--- config.mk ---
export PLATFORM = sky130hd
export DESIGN_NAME = tp_prescaler_top
export DESIGN_NICKNAME = d
export VERILOG_FILES = /design/src/rtl/tp_pkg.sv /design/src/rtl/tp_sel_reg.sv /design/src/rtl/tp_coarse_term.sv /design/src/rtl/tp_div_counter.sv /design/src/rtl/tp_prescaler_top.sv
export SDC_FILE = /design/constraint.sdc
export NUM_CORES = 1
export LEC_CHECK = 0
export ABC_AREA = 0
export BUFFER_PORTS_ARGS = -buffer_cell sky130_fd_sc_hd__buf_2
export CORE_MARGIN = 2
export CORE_UTILIZATION = 57
export CTS_CLUSTER_SIZE = 12
export DETAILED_ROUTE_END_ITERATION = 16
export PLACE_DENSITY = 0.87
export SYNTH_ARGS = -nofsm -noshare
export SYNTH_HDL_FRONTEND = slang
export SYNTH_SLANG_ARGS = --single-unit
--- constraint.sdc ---
create_clock -name clk -period 5.9 [get_ports clk]
set_clock_uncertainty 0.2 [all_clocks]
set_input_delay 0.295 -clock clk [delete_from_list [all_inputs] [get_ports clk]]
set_output_delay 0.295 -clock clk [all_outputs]
set_load 0.01 [all_outputs]
--- src/rtl/tp_pkg.sv ---
package tp_pkg;
    localparam int TP_SEL_W = 8;
    localparam int TP_CRS_W = 3;
    localparam int TP_CNT_W = TP_SEL_W;

    typedef enum logic [0:0] {
        TP_HALT = 1'b0,
        TP_RUN  = 1'b1
    } tp_state_e;
endpackage

--- src/rtl/tp_sel_reg.sv ---
module tp_sel_reg #(
    parameter int SEL_W = tp_pkg::TP_SEL_W
) (
    input  logic             clk,
    input  logic             rst_n,
    input  logic             wr_en,
    input  logic [SEL_W-1:0] wr_data,
    input  logic             reload,
    output logic [SEL_W-1:0] pend_q,
    output logic [SEL_W-1:0] live_q
);
    // pending copy: always the value written last
    always_ff @(posedge clk or negedge rst_n) begin
        if (!rst_n)     pend_q <= '0;
        else if (wr_en) pend_q <= wr_data;
    end

    // live copy: refreshed only at a period boundary or while halted
    always_ff @(posedge clk or negedge rst_n) begin
        if (!rst_n)      live_q <= '0;
        else if (reload) live_q <= pend_q;
    end

    AST_PEND_TAKES_WRITE: assert property (@(posedge clk) disable iff (!rst_n)
        wr_en |=> pend_q == $past(wr_data));
    AST_LIVE_HELD: assert property (@(posedge clk) disable iff (!rst_n)
        !reload |=> $stable(live_q));
endmodule

--- src/rtl/tp_coarse_term.sv ---
module tp_coarse_term #(
    parameter int CRS_W = tp_pkg::TP_CRS_W,
    parameter int CNT_W = tp_pkg::TP_CNT_W
) (
    input  logic [CRS_W-1:0] exp_sel,
    output logic [CNT_W-1:0] term
);
    localparam int NUM_EXP = 1 << CRS_W;

    // terminal count 2^exp - 1: a thermometer of exp ones
    for (genvar b = 0; b < CNT_W; b++) begin : g_bit
        if (b < NUM_EXP) begin : g_live
            assign term[b] = (int'(exp_sel) > b);
        end else begin : g_zero
            assign term[b] = 1'b0;
        end
    end
endmodule

--- src/rtl/tp_div_counter.sv ---
module tp_div_counter
    import tp_pkg::*;
#(
    parameter int CNT_W = TP_CNT_W
) (
    input  logic             clk,
    input  logic             rst_n,
    input  logic             run_en,
    input  logic [CNT_W-1:0] term,
    output tp_state_e        state_o,
    output logic             tick_o,
    output logic             reload_o
);
    tp_state_e        state_q, state_d;
    logic [CNT_W-1:0] cnt_q;
    logic             hit;

    assign hit = (cnt_q >= term);

    // next-state logic
    always_comb begin
        state_d = state_q;
        unique case (state_q)
            TP_HALT: if (run_en)  state_d = TP_RUN;
            TP_RUN:  if (!run_en) state_d = TP_HALT;
            default: state_d = TP_HALT;
        endcase
    end

    // state and counter registers
    always_ff @(posedge clk or negedge rst_n) begin
        if (!rst_n) begin
            state_q <= TP_HALT;
            cnt_q   <= '0;
        end else begin
            state_q <= state_d;
            if (state_d == TP_HALT || state_q == TP_HALT || hit) cnt_q <= '0;
            else                                                 cnt_q <= cnt_q + 1'b1;
        end
    end

    // outputs
    always_comb begin
        tick_o   = 1'b0;
        reload_o = 1'b0;
        unique case (state_q)
            TP_HALT: reload_o = 1'b1;
            TP_RUN: begin
                tick_o   = hit;
                reload_o = hit;
            end
            default: reload_o = 1'b1;
        endcase
    end

    assign state_o = state_q;

    AST_HALT_QUIET: assert property (@(posedge clk) disable iff (!rst_n)
        state_q == TP_HALT |-> !tick_o);
    AST_HALT_CNT_ZERO: assert property (@(posedge clk) disable iff (!rst_n)
        state_q == TP_HALT |-> cnt_q == '0);
    AST_WRAP_TO_ZERO: assert property (@(posedge clk) disable iff (!rst_n)
        tick_o |=> cnt_q == '0);
    AST_ENTER_RUN: assert property (@(posedge clk) disable iff (!rst_n)
        (state_q == TP_HALT && run_en) |=> state_q == TP_RUN);
endmodule

--- src/rtl/tp_prescaler_top.sv ---
module tp_prescaler_top
    import tp_pkg::*;
#(
    parameter int SEL_W = TP_SEL_W,
    parameter int CRS_W = TP_CRS_W
) (
    input  logic             clk,
    input  logic             rst_n,
    input  logic             wr_en,
    input  logic [SEL_W-1:0] wr_data,
    output logic [SEL_W-1:0] rd_data,
    input  logic             fine_mode,
    input  logic [CRS_W-1:0] coarse_sel,
    input  logic             run_en,
    output logic             tick
);
    localparam int CNT_W = SEL_W;

    logic [SEL_W-1:0] pend, live;
    logic [CNT_W-1:0] coarse_term, term;
    logic             reload;
    tp_state_e        state;

    tp_sel_reg #(.SEL_W(SEL_W)) u_sel (
        .clk(clk), .rst_n(rst_n), .wr_en(wr_en), .wr_data(wr_data),
        .reload(reload), .pend_q(pend), .live_q(live)
    );

    tp_coarse_term #(.CRS_W(CRS_W), .CNT_W(CNT_W)) u_crs (
        .exp_sel(coarse_sel), .term(coarse_term)
    );

    // terminal count source chosen by the mode bit
    assign term = fine_mode ? live : coarse_term;

    tp_div_counter #(.CNT_W(CNT_W)) u_cnt (
        .clk(clk), .rst_n(rst_n), .run_en(run_en), .term(term),
        .state_o(state), .tick_o(tick), .reload_o(reload)
    );

    assign rd_data = pend;

    AST_READ_LAST_WRITE: assert property (@(posedge clk) disable iff (!rst_n)
        wr_en |=> rd_data == $past(wr_data));
    AST_RATIO_HELD_IN_RUN: assert property (@(posedge clk) disable iff (!rst_n)
        (state == TP_RUN && !tick) |=> $stable(live));
endmodule

# --- Word-level counts from Yosys, hierarchy flattened ---
# Index checks and enable logic that the tools add are counted.
word_totals:
  reg_bits: 25
  latchBits: 0
  mem_bits_rw: 0
  rom_bits: 0
  in_bits: 16
  word_cells: 22
  n_memories: 0
op_classes:
  add_sub_neg: 1
  mul: 0
  n_div: 0
  n_lt_le_gt_ge: 8
  eq_ne: 0
  n_shift: 0
  mux: 5
  bitwise: 2
  reduce_logical: 2
op_table:
  columns: ["cell", "n"]
  rows:
  - ["$mux 8", 2]
  - ["$gt 3x3->1 const B", 3]
  - ["$add 8x1->8 const B", 1]
  - ["$ge 8x8->1", 1]
  - ["$gt 3x1->1 const B", 2]
  - ["$gt 3x2->1 const B", 2]
  - ["$logic_or 1x1->1", 2]
  - ["$mux 1", 2]
  - ["$not 1->1", 2]
  - ["$pmux 1 s2", 1]

# --- Longest topological paths before layout ---
depth:
  word_depth: 5
  ltp_mapped: 9
  ltp_nobuf: 8

# --- By module ---
# From an unflattened synthesis, not the netlist that was laid out.
hier_totals:
  hier_cells: 115
  hier_area_um2: 1435.1
by_module_without_submodules:
  columns: ["mod", "n_inst", "cells_each", "area_per_inst_um2", "seq_area_each_um2"]
  rows:
  - ["tp_sel_reg", 1, 34, 663.1, 400.4]
  - ["tp_div_counter", 1, 63, 581.8, 225.2]
  - ["tp_prescaler_top", 1, 9, 131.4, 0.0]
  - ["tp_coarse_term", 1, 9, 58.8, 0.0]

# --- Worst setup path before layout ---
# Ideal clock, no wire load.
synth_timing:
  kind: "input -> register"
  startpoint: "input port fine_mode"
  endpoint: "register u_sel.live_q[4]"
  setup_ns: 0.125
  arrival_time_ns: 2.318
  required_time_ns: 5.575
  slack_ns: 3.257
  stages: 8
  n_path_buf: 2
  path_cell_list: "clkbuf_1 > a21oi_1 > ha_1 > nand2b_4 > a2111o_1 > a211oi_4 > buf_6 > mux2_4"
synth_via:
  elab_chain_len: 3
synth_lines:
  columns: ["item", "line_no", "rtl"]
  rows:
  - ["start: declaration", "tp_prescaler_top.sv:12", "input logic fine_mode,"]
  - ["$mux 8", "tp_prescaler_top.sv:34", "assign term = fine_mode ? live : coarse_term;"]
  - ["$ge 8x8->1", "tp_div_counter.sv:18", "assign hit = (cnt_q >= term);"]
  - ["$pmux 1 s2", "tp_div_counter.sv:46", "unique case (state_q)"]
  - ["end signal: assignment", "tp_sel_reg.sv:21", "else if (reload) live_q <= pend_q;"]
  - ["end: declaration", "tp_sel_reg.sv:10", "output logic [SEL_W-1:0] live_q"]
# Every way passes these cells.
# A chain may end at the register's enable or synchronous reset.

# --- Worst setup path in the final report ---
layout_timing:
  startpoint: "register u_sel.live_q[0]"
  endpoint: "register u_sel.live_q[0]"
layout_via:
  elab_chain_len: 3
layout_lines:
  columns: ["item", "line_no"]
  rows:
  - ["$mux 8", "tp_prescaler_top.sv:34"]
  - ["$ge 8x8->1", "tp_div_counter.sv:18"]
  - ["$pmux 1 s2", "tp_div_counter.sv:46"]
# Every way passes these cells.

==> metrics.yaml <==
run_status:
  outcome: "complete, no violations"
power_and_ir_drop:
  power_mw: 0.350
  switching_power_mw: 0.0997
  irDropWorstVdd_mv: 0.165
  powerDensity_mw_per_mm2: 226
  combPwrFrac_pct: 20.3
  power_leakage_nw: 0.783
  power.share.sequential_pct: 56.7
  pwr-share-clk_pct: 23.0
  internal-power_mw: 0.251
  swShare_pct: 28.4
synthesis:
  syn_avg_cell_area_sq_um: 11.7
  synth_top_area_share_pct: 48.7
  synth_area_sq_mm: 0.00128
  yosysTopAreaCell: "dfrtp_1"
  syn-num-nets: 135
  seq_area_frac_synth_pct: 48.7
  yosysWarnings: 0
  synth.area.top_cells: "dfrtp_1, mux2_2, ha_1"
  synth.distinct_cells: 23
  ys_seq_elements: 25
  synthCells: 110
die:
  coreArea_sq_mm: 0.00217
  die_area_sq_mm: 0.00265
  die_h_um: 51.5
  num_rows: 17
  num_io_pins: 25
  initial_core_util_pct: 59.2
  die_w_um: 51.5
sta:
  finalSetupTns_ns: 0
  relSlewSlack_pct: 54.0
  setup_viol: 0
  post-route-period-util_pct: 47.7
  clock.fmax_mhz: 356
  fin_crit_ns: 2.81
  finalMaxSlewViolations: 0
  hold_violations: 0
  rsz0062_at_grt: "no"
  tightestPinTransition_ns: 0.687
  holdWs_ns: 0.160
  fin_ws_ns: 3.09
clock_network:
  cts_tree: "built"
  h-tree-depth: 1
  postCtsSetupBuffers: 0
  cts.sinks: 25
  clk_latency_ns: 0.33
  cts_hold_buf: 9
  clkSlewWorstSetupHoldPaths_ns: 0.15
  root_buffer: "clkbuf_4"
  cts_buffer_depth: 2
  numCtsBuffers: 3
  cts-resized-gates: 0
layout:
  fillCellCount: 162
  fin_area_sq_mm: 0.00155
  area_delta_synth_final_pct: 20.7
  nets: 171
  drive_gt1_share_pct: 32.4
  final_util_pct: 71.5
  final_cell_count_no_fill: 173
  insertedDiodeCount: 0
global_routing:
  grt_usage_pct: 22.1
  grt_overflow_total: 0
  grtUsageMet2_pct: 37.0
  grt_most_used_layer: "met2"
  grt_use_met1_pct: 27.9
  first_global_vias: 924
  grt_pass1_wl_mm: 4.15
  antenna_found_initial: 0
  use_met3_pct: 2.63
  grt_max_degree: 26
placed_design:
  dp.cells: 159
  hpwl_mm: 1.88
  preCtsSetupSlack_ns: 2.79
  place_area_sq_mm: 0.00142
  gp_congestion: 0.926
  port_buffers: 24
detailed_routing:
  routed_wl_mm: 2.60
  vias_per_cell: 5.43
  post-route-drc-count: 0
  num_vias: 940
  ant_nets: 0
  drtPass1Iterations: 4
  drt_iter0_markers: 9
  detail_route.wl_per_cell_um: 15.0
worst_setup_path:
  path_class: "reg -> reg"
  critPathCaptureType: "register"
  worstSetupStartpointType: "register"
  arrival_ns: 2.84
  crit_fanout: 16
  critPathRequiredTime_ns: 5.93
hold_path:
  hp-class: "in -> reg"
job:
  maxCapViolCount: 0
## critical path: stages (launching register included)
cell,delay [ns]
dfrtp_1,0.41
inv_1,0.06
a21oi_1,0.14
ha_1,0.24
nand2b_4,0.14
a2111o_1,0.46
a211oi_4,0.63
mux2_2,0.43
## synthesized netlist by cell type
library cell and instances:
dfrtp_1 25, mux2_2 14, a21oi_1 10, ha_1 9, nor2_1 9, and3_1 8, nand2_1 7, xor2_1 4
inv_1 3, nand3_1 3, clkbuf_1 2, mux2_4 2, nor3_1 2, o21ai_0 2, xnor2_1 2, a2111o_1 1
a211oi_4 1, buf_6 1, mux2i_1 1, nand2b_4 1, nor3b_1 1, nor4_1 1, nor4_2 1
## power by group through the flow
| stage | registers (mW) | logic, mW | clock network (mW) |
|---|---|---|---|
| 6_report | 0.199 | 0.0713 | 0.0805 |
| 5_1_grt | 0.201 | 0.0789 | 0.0877 |
| 4_1_cts | 0.198 | 0.0709 | 0.0825 |
| 3_5_place_dp | 0.202 | 0.0661 | 0 |
| 3_3_place_gp | 0.200 | 0.0624 | 0 |
| 2_1_floorplan | 0.200 | 0.0417 | 0 |
## layout make-up
cell class	instances	area, sq um	area share, %
timing repair buffer	34	220	14.2
tap	28	35.0	2.26
inverter	3	11.3	0.726
clock buffer	3	22.5	1.45
multi-input combinational	79	629	40.6
sequential	25	626	40.3
clock inverter	1	7.51	0.484
## sequential cells by signal, summed over array words and instances, names as in the netlist
signal,cells
u_sel.live_q,8
u_sel.pend_q,8
u_cnt.cnt_q,8
u_cnt.state_o,1
## cell families (layout without fill, tap and decap cells)
group	Yosys count	count (layout)	share of synthesized area, %
xor gates and xnor gates	6	6	4.09
DFF	25	25	48.7
buffers and inverters	6	41	2.34
muxes	17	17	15.4
and+or+nand+nor	33	33	13.6
AOI/OAI and AO/OA	14	14	7.11
adders and majority gates	9	9	8.76
## cell usage in the layout (no fill, tap or decap)
master	n
mux2i_1	1
xnor2_1	2
o21ai_0	2
dfrtp_1	25
xor2_1	4
inv_1	3
nor3b_1	1
nand2b_4	1
mux2_2	14
a211oi_4	1
clkinvlp_4	1
nor4_1	1
nand3_1	3
nor2_1	9
nor3_1	2
buf_2	24
clkbuf_4	3
nor4_2	1
a21oi_1	10
ha_1	9
mux2_4	2
a2111o_1	1
and3_1	8
dlygate4sd3_1	10
nand2_1	7
## path summary, 6_finish.rpt
path	from	endpoint	slack (ns)	depth (start not counted)
max	u_sel.live_q[0]	u_sel.live_q[0]	3.09	7
min	wr_en	u_sel.pend_q[3]	0.16	2
max reg2reg	u_sel.live_q[0]	u_sel.live_q[0]	3.09	7
min reg2reg	u_sel.live_q[3]	u_sel.live_q[3]	0.34	1
max in group asynchronous	rst_n	u_cnt.cnt_q[3]	4.87	2
min in group asynchronous	rst_n	u_sel.live_q[1]	0.27	2
## layer usage
metal	wire length (um)	up-vias
li1	-	463
met1	1120	455
met3	48	6
met5	0	-
met4	53	0
met2	1380	16
No activity file was read; power rests on OpenSTA's default activity.
